--- src/rtl/cal_time_pkg.sv ---
package cal_time_pkg;
  localparam int W_SEC   = 6;
  localparam int W_MIN   = 6;
  localparam int W_HOUR  = 5;
  localparam int W_DAY   = 5;
  localparam int W_MONTH = 4;
  localparam int W_YEAR  = 7;
  localparam int W_WDAY  = 3;
  localparam int W_DATA  = 7;
  localparam int N_FIELD = 7;

  typedef enum logic [2:0] {
    F_SEC   = 3'd0,
    F_MIN   = 3'd1,
    F_HOUR  = 3'd2,
    F_DAY   = 3'd3,
    F_MONTH = 3'd4,
    F_YEAR  = 3'd5,
    F_WDAY  = 3'd6,
    F_NONE  = 3'd7
  } field_e;
endpackage

--- src/rtl/cal_wrap_counter.sv ---
module cal_wrap_counter #(
  parameter int W    = 6,
  parameter int MINV = 0,
  parameter int RSTV = 0
) (
  input  logic         clk,
  input  logic         rst_n,
  input  logic         inc,
  input  logic [W-1:0] limit,
  input  logic         wr,
  input  logic [W-1:0] wdata,
  output logic [W-1:0] q,
  output logic         wrap
);
  localparam logic [W-1:0] MIN_L = W'(MINV);
  localparam logic [W-1:0] RST_L = W'(RSTV);

  logic at_top;
  logic [W-1:0] q_n;

  assign at_top = (q >= limit);
  assign wrap   = inc && at_top;

  always_comb begin
    q_n = q;
    if (wr)       q_n = wdata;
    else if (inc) q_n = at_top ? MIN_L : q + W'(1);
  end

  always_ff @(posedge clk or negedge rst_n) begin
    if (!rst_n) q <= RST_L;
    else        q <= q_n;
  end
endmodule

--- src/rtl/cal_month_len.sv ---
module cal_month_len
  import cal_time_pkg::*;
(
  input  logic [W_MONTH-1:0] month,
  input  logic [W_YEAR-1:0]  year,
  output logic [W_DAY-1:0]   dim
);
  logic leap;
  assign leap = (year[1:0] == 2'b00);

  always_comb begin
    case (month)
      4'd2:                      dim = leap ? W_DAY'(29) : W_DAY'(28);
      4'd4, 4'd6, 4'd9, 4'd11:   dim = W_DAY'(30);
      default:                   dim = W_DAY'(31);
    endcase
  end
endmodule

--- src/rtl/cal_cold_gate.sv ---
module cal_cold_gate (
  input  logic clk,
  input  logic rst_n,
  input  logic tick,
  input  logic any_wr,
  output logic run,
  output logic frozen
);
  assign run = tick && !frozen;

  always_ff @(posedge clk or negedge rst_n) begin
    if (!rst_n)      frozen <= 1'b1;
    else if (any_wr) frozen <= 1'b0;
  end
endmodule

--- src/rtl/cal_time_counter.sv ---
module cal_time_counter
  import cal_time_pkg::*;
(
  input  logic               clk,
  input  logic               rst_n,
  input  logic               tick,
  input  logic               wr_en,
  input  logic [2:0]         wr_sel,
  input  logic [W_DATA-1:0]  wr_data,
  output logic [W_SEC-1:0]   sec,
  output logic [W_MIN-1:0]   min,
  output logic [W_HOUR-1:0]  hour,
  output logic [W_DAY-1:0]   day,
  output logic [W_MONTH-1:0] month,
  output logic [W_YEAR-1:0]  year,
  output logic [W_WDAY-1:0]  wday,
  output logic               frozen
);
  logic [N_FIELD-1:0] hit;
  logic run;
  logic c_sec, c_min, c_hour, c_day, c_month, c_year, c_wday;
  logic [W_DAY-1:0] dim;

  for (genvar i = 0; i < N_FIELD; i++) begin : g_dec
    assign hit[i] = wr_en && (wr_sel == 3'(i));
  end

  cal_cold_gate u_gate (
    .clk(clk), .rst_n(rst_n), .tick(tick), .any_wr(|hit),
    .run(run), .frozen(frozen)
  );

  cal_month_len u_mlen (.month(month), .year(year), .dim(dim));

  cal_wrap_counter #(.W(W_SEC), .MINV(0), .RSTV(0)) u_sec (
    .clk(clk), .rst_n(rst_n), .inc(run), .limit(W_SEC'(59)),
    .wr(hit[F_SEC]), .wdata(wr_data[W_SEC-1:0]), .q(sec), .wrap(c_sec)
  );
  cal_wrap_counter #(.W(W_MIN), .MINV(0), .RSTV(0)) u_min (
    .clk(clk), .rst_n(rst_n), .inc(c_sec), .limit(W_MIN'(59)),
    .wr(hit[F_MIN]), .wdata(wr_data[W_MIN-1:0]), .q(min), .wrap(c_min)
  );
  cal_wrap_counter #(.W(W_HOUR), .MINV(0), .RSTV(0)) u_hour (
    .clk(clk), .rst_n(rst_n), .inc(c_min), .limit(W_HOUR'(23)),
    .wr(hit[F_HOUR]), .wdata(wr_data[W_HOUR-1:0]), .q(hour), .wrap(c_hour)
  );
  cal_wrap_counter #(.W(W_DAY), .MINV(1), .RSTV(1)) u_day (
    .clk(clk), .rst_n(rst_n), .inc(c_hour), .limit(dim),
    .wr(hit[F_DAY]), .wdata(wr_data[W_DAY-1:0]), .q(day), .wrap(c_day)
  );
  cal_wrap_counter #(.W(W_WDAY), .MINV(0), .RSTV(0)) u_wday (
    .clk(clk), .rst_n(rst_n), .inc(c_hour), .limit(W_WDAY'(6)),
    .wr(hit[F_WDAY]), .wdata(wr_data[W_WDAY-1:0]), .q(wday), .wrap(c_wday)
  );
  cal_wrap_counter #(.W(W_MONTH), .MINV(1), .RSTV(1)) u_month (
    .clk(clk), .rst_n(rst_n), .inc(c_day), .limit(W_MONTH'(12)),
    .wr(hit[F_MONTH]), .wdata(wr_data[W_MONTH-1:0]), .q(month), .wrap(c_month)
  );
  cal_wrap_counter #(.W(W_YEAR), .MINV(0), .RSTV(0)) u_year (
    .clk(clk), .rst_n(rst_n), .inc(c_month), .limit(W_YEAR'(99)),
    .wr(hit[F_YEAR]), .wdata(wr_data[W_YEAR-1:0]), .q(year), .wrap(c_year)
  );

  logic unused_carry;
  assign unused_carry = c_year ^ c_wday;
endmodule

--- config.mk ---
export PLATFORM = sky130hd
export DESIGN_NAME = cal_time_counter
export DESIGN_NICKNAME = d
export VERILOG_FILES = /design/src/rtl/cal_time_pkg.sv /design/src/rtl/cal_wrap_counter.sv /design/src/rtl/cal_month_len.sv /design/src/rtl/cal_cold_gate.sv /design/src/rtl/cal_time_counter.sv
export SDC_FILE = /design/constraint.sdc
export NUM_CORES = 1
export LEC_CHECK = 0
export ABC_AREA = 1
export BUFFER_PORTS_ARGS = -buffer_cell sky130_fd_sc_hd__buf_4
export CAP_MARGIN = 20
export CORE_MARGIN = 4
export CORE_UTILIZATION = 40
export DETAILED_ROUTE_END_ITERATION = 10
export SYNTH_ARGS = -nofsm -noshare
export SYNTH_HDL_FRONTEND = slang
export SYNTH_SLANG_ARGS = --single-unit
--- constraint.sdc ---
create_clock -name clk -period 2.4 [get_ports clk]
set_input_delay 0 -clock clk [delete_from_list [all_inputs] [get_ports clk]]
set_output_delay 0 -clock clk [all_outputs]
set_load 0.01 [all_outputs]
==> flow_summary.json <==
{
  "outcome": "finished, final reports clean",
  "gr-total-overflow": 0,
  "fin_crit_ps": 2200,
  "seq_area_um2": 930,
  "yosysWarnings": 0,
  "dpl.cell_count": 464,
  "timing.fmax_mhz": 455,
  "hold_class": "input port to flip-flop",
  "routedWlPerCell_um": 13.7,
  "vdd_drop_max_mv": 0.393,
  "slowest_delay_ps": 600,
  "utilization_pct": 53.6,
  "port_buffers": 50,
  "drc_errors": 0,
  "synth.avg_cell_area_um2": 7.50,
  "track_usage_pct": 18.3,
  "cap_violations": 0,
  "insertion_delay_ps": 300,
  "clk_path_buf_depth": 2,
  "antenna_cells": 0,
  "ys_seq_area_share_pct": 36.5,
  "holdWs_ps": 47.8,
  "worst_pin_slew_ps": 493,
  "first_global_vias": 2282,
  "final_hold_viol_count": 0,
  "grt_first_pass_wirelength_um": 11000,
  "rows": 28,
  "dieHeight_um": 87.8,
  "synth_top_area_cell": "dfrtp_1",
  "synthTopCellsByArea": "dfrtp_1, nand2_1, nand3_1, ha_1, inv_1",
  "finalNetCount": 434,
  "drt.antenna.violating_nets": 0,
  "synth_fp_nets": 368,
  "cts.sinks": 37,
  "synthToLayoutAreaGrowth_pct": 27.5,
  "via_count": 2486,
  "initial_core_util_pct": 42.1,
  "clk_pin_slew_ps": 80,
  "critical-path-top-delay-family": "flip-flops",
  "start_kind": "flip-flop",
  "die_w_um": 87.8,
  "worstSetupEndpointType": "flip-flop",
  "worst_path_max_delay_cell": "dfstp_2",
  "multi_input_area_um2": 1470,
  "netlist_instances": 340,
  "crit_top_cell": "nand2_1",
  "setup_viol": 0,
  "place.gp.congestion": 0.806,
  "worstPathMaxFanout": 8,
  "layout_setup_ws_ps": 200,
  "cts_buffers": 5,
  "io_pins": 51,
  "cts.htree.levels": 2,
  "die-area_um2": 7710,
  "drtIter0Drc": 93,
  "coreArea_um2": 6060,
  "drive_above_1_share_pct": 20.4,
  "antenna_found_initial": 0,
  "place_ws_ps": 171,
  "synth_edf_count": 0,
  "path_class": "flip-flop to flip-flop",
  "power_leakage_nw": 1.66,
  "path_cells": "ha_1 > o21ai_0 > a21oi_1 > a21oi_1 > ha_1 > inv_1 > nand2_1 > nand2_1 > a21oi_4 > nand4_4 > nand2_4 > nand2_1 > nand2_1",
  "synth_flop_cell": "dfrtp_1",
  "root_buffer": "clkbuf_8",
  "synth_area_um2": 2550,
  "power.density_nw_per_um2": 920,
  "clock_skew_ps": 6.53,
  "arrival_ps": 2430,
  "wirelength_um": 6610,
  "grt_max_degree": 38,
  "period_share_pct": 91.7,
  "slew_headroom_pct": 66.8,
  "synth_cell_types": 31,
  "cts_tree": "yes",
  "fillerInstances": 595,
  "crit_required_ps": 2630,
  "place_hpwl_um": 4870,
  "synth-seq-cells": 37,
  "crit_buf_inv": 1,
  "final_cell_count_no_fill": 482,
  "async_reset_ff_share_pct": 100,
  "yosysTopAreaCellShare_pct": 33.4,
  "dr.pass1.iters": 4,
  "maxSlewViolCount": 0,
  "vias_per_cell": 5.16
}
## worst paths after layout
kind	cells past startpoint	from	slack [ps]	endpoint
max	13	u_month.q[0]	200	u_year.q[1]
min	5	wr_data[6]	50	u_year.q[6]
max reg2reg	13	u_month.q[0]	200	u_year.q[1]
min reg2reg	2	u_day.q[0]	580	u_day.q[0]
max in group asynchronous	2	rst_n	1810	u_day.q[0]
min in group asynchronous	2	rst_n	200	u_sec.q[1]
## stage by stage
| step | area, um2 | total power [mW] | setup TNS (ps) |
|---|---|---|---|
| 3_5_place_dp | 3010 | 2.40 | 0 |
| 4_1_cts | 3220 | 2.99 | 0 |
| 3_3_place_gp | 3010 | 2.39 | 0 |
| 2_1_floorplan | 2550 | 1.86 | 0 |
| 6_report | 3250 | 2.99 | 0 |
| 5_1_grt | 3250 | 3.26 | -31.9 |
## registers in the layout, summed over array words and instances (netlist names)
signal and flops:
u_day.q 5, u_gate.frozen 1, u_hour.q 5, u_min.q 6
u_month.q 4, u_sec.q 6, u_wday.q 3, u_year.q 7
## cell families (layout without fill, tap and decap cells)
kind of cell	after synthesis	count (layout)	synth area share (%)
and+or+nand+nor	176	176	32.6
adders and majority gates	14	14	6.87
xor gates and xnor gates	12	12	4.12
DFF	37	37	36.5
AOI/OAI and AO/OA	56	56	13.3
buffers and inverters	45	112	6.63
## Yosys cell counts, types with 2 or more instances
| library cell | count |
|---|---|
| nand3_1 | 36 |
| o21ai_0 | 25 |
| nor2_4 | 3 |
| nor2_2 | 4 |
| nor2_1 | 21 |
| a31oi_1 | 2 |
| nand2_1 | 94 |
| dfrtp_1 | 34 |
| inv_1 | 43 |
| xnor2_1 | 8 |
| a21oi_1 | 7 |
| o221ai_1 | 2 |
| o211ai_1 | 12 |
| ha_1 | 14 |
| nand2_4 | 3 |
| nand4_1 | 4 |
| o22ai_1 | 6 |
| xor2_1 | 4 |
| nand2_2 | 3 |
| nor3_1 | 2 |
| dfstp_2 | 3 |
## tightest hold or removal path: stages
cell and delay (ps):
buf_4 80, nand3_1 60, o21ai_0 70, nand2_1 50, nand2_1 40
## per-layer routing
layer,up-vias,wire length (um),part of all wire [%],track usage [%]
met5,-,0,0,0
met2,59,3120,47,29.5
met4,0,29,0.44,3.91
met1,1162,3110,47,25.0
met3,2,341,5.2,4.42
li1,1263,-,-,-
## power by group
group / internal (mW) / leakage (nW) / total, mW / switching [mW]
combinational: 0.638 / 1.15 / 1.28 / 0.644
clock: 0.339 / 0.0585 / 0.576 / 0.236
sequential: 0.831 / 0.458 / 1.13 / 0.300
## placed cells by master, fill, tap and decap left out, types with 8 or more instances in the layout
cell type      instances
nand2_1               94
buf_4                 51
inv_1                 42
nand3_1               36
dfrtp_1               34
o21ai_0               24
nor2_1                21
ha_1                  13
o211ai_1              12
dlygate4sd3_1          9
xnor2_1                8
## what timing repair did
item                                    in CTS  in global routing
buffers inserted                             0                  1
hold buffers                                 9                  0
hold endpoints to repair                    44                  0
resized for setup                            0                  6
endpoints found under the setup margin       0                 11
## cell type report
type	count	share of cell area (%)
clock inverter	1	0.924
tap	75	2.89
timing repair buffer	60	14.5
inverter	44	5.08
clock buffer	7	2.66
sequential	37	28.6
multi-input combinational	258	45.3
Note: power is estimated with default switching activity, not from simulation.
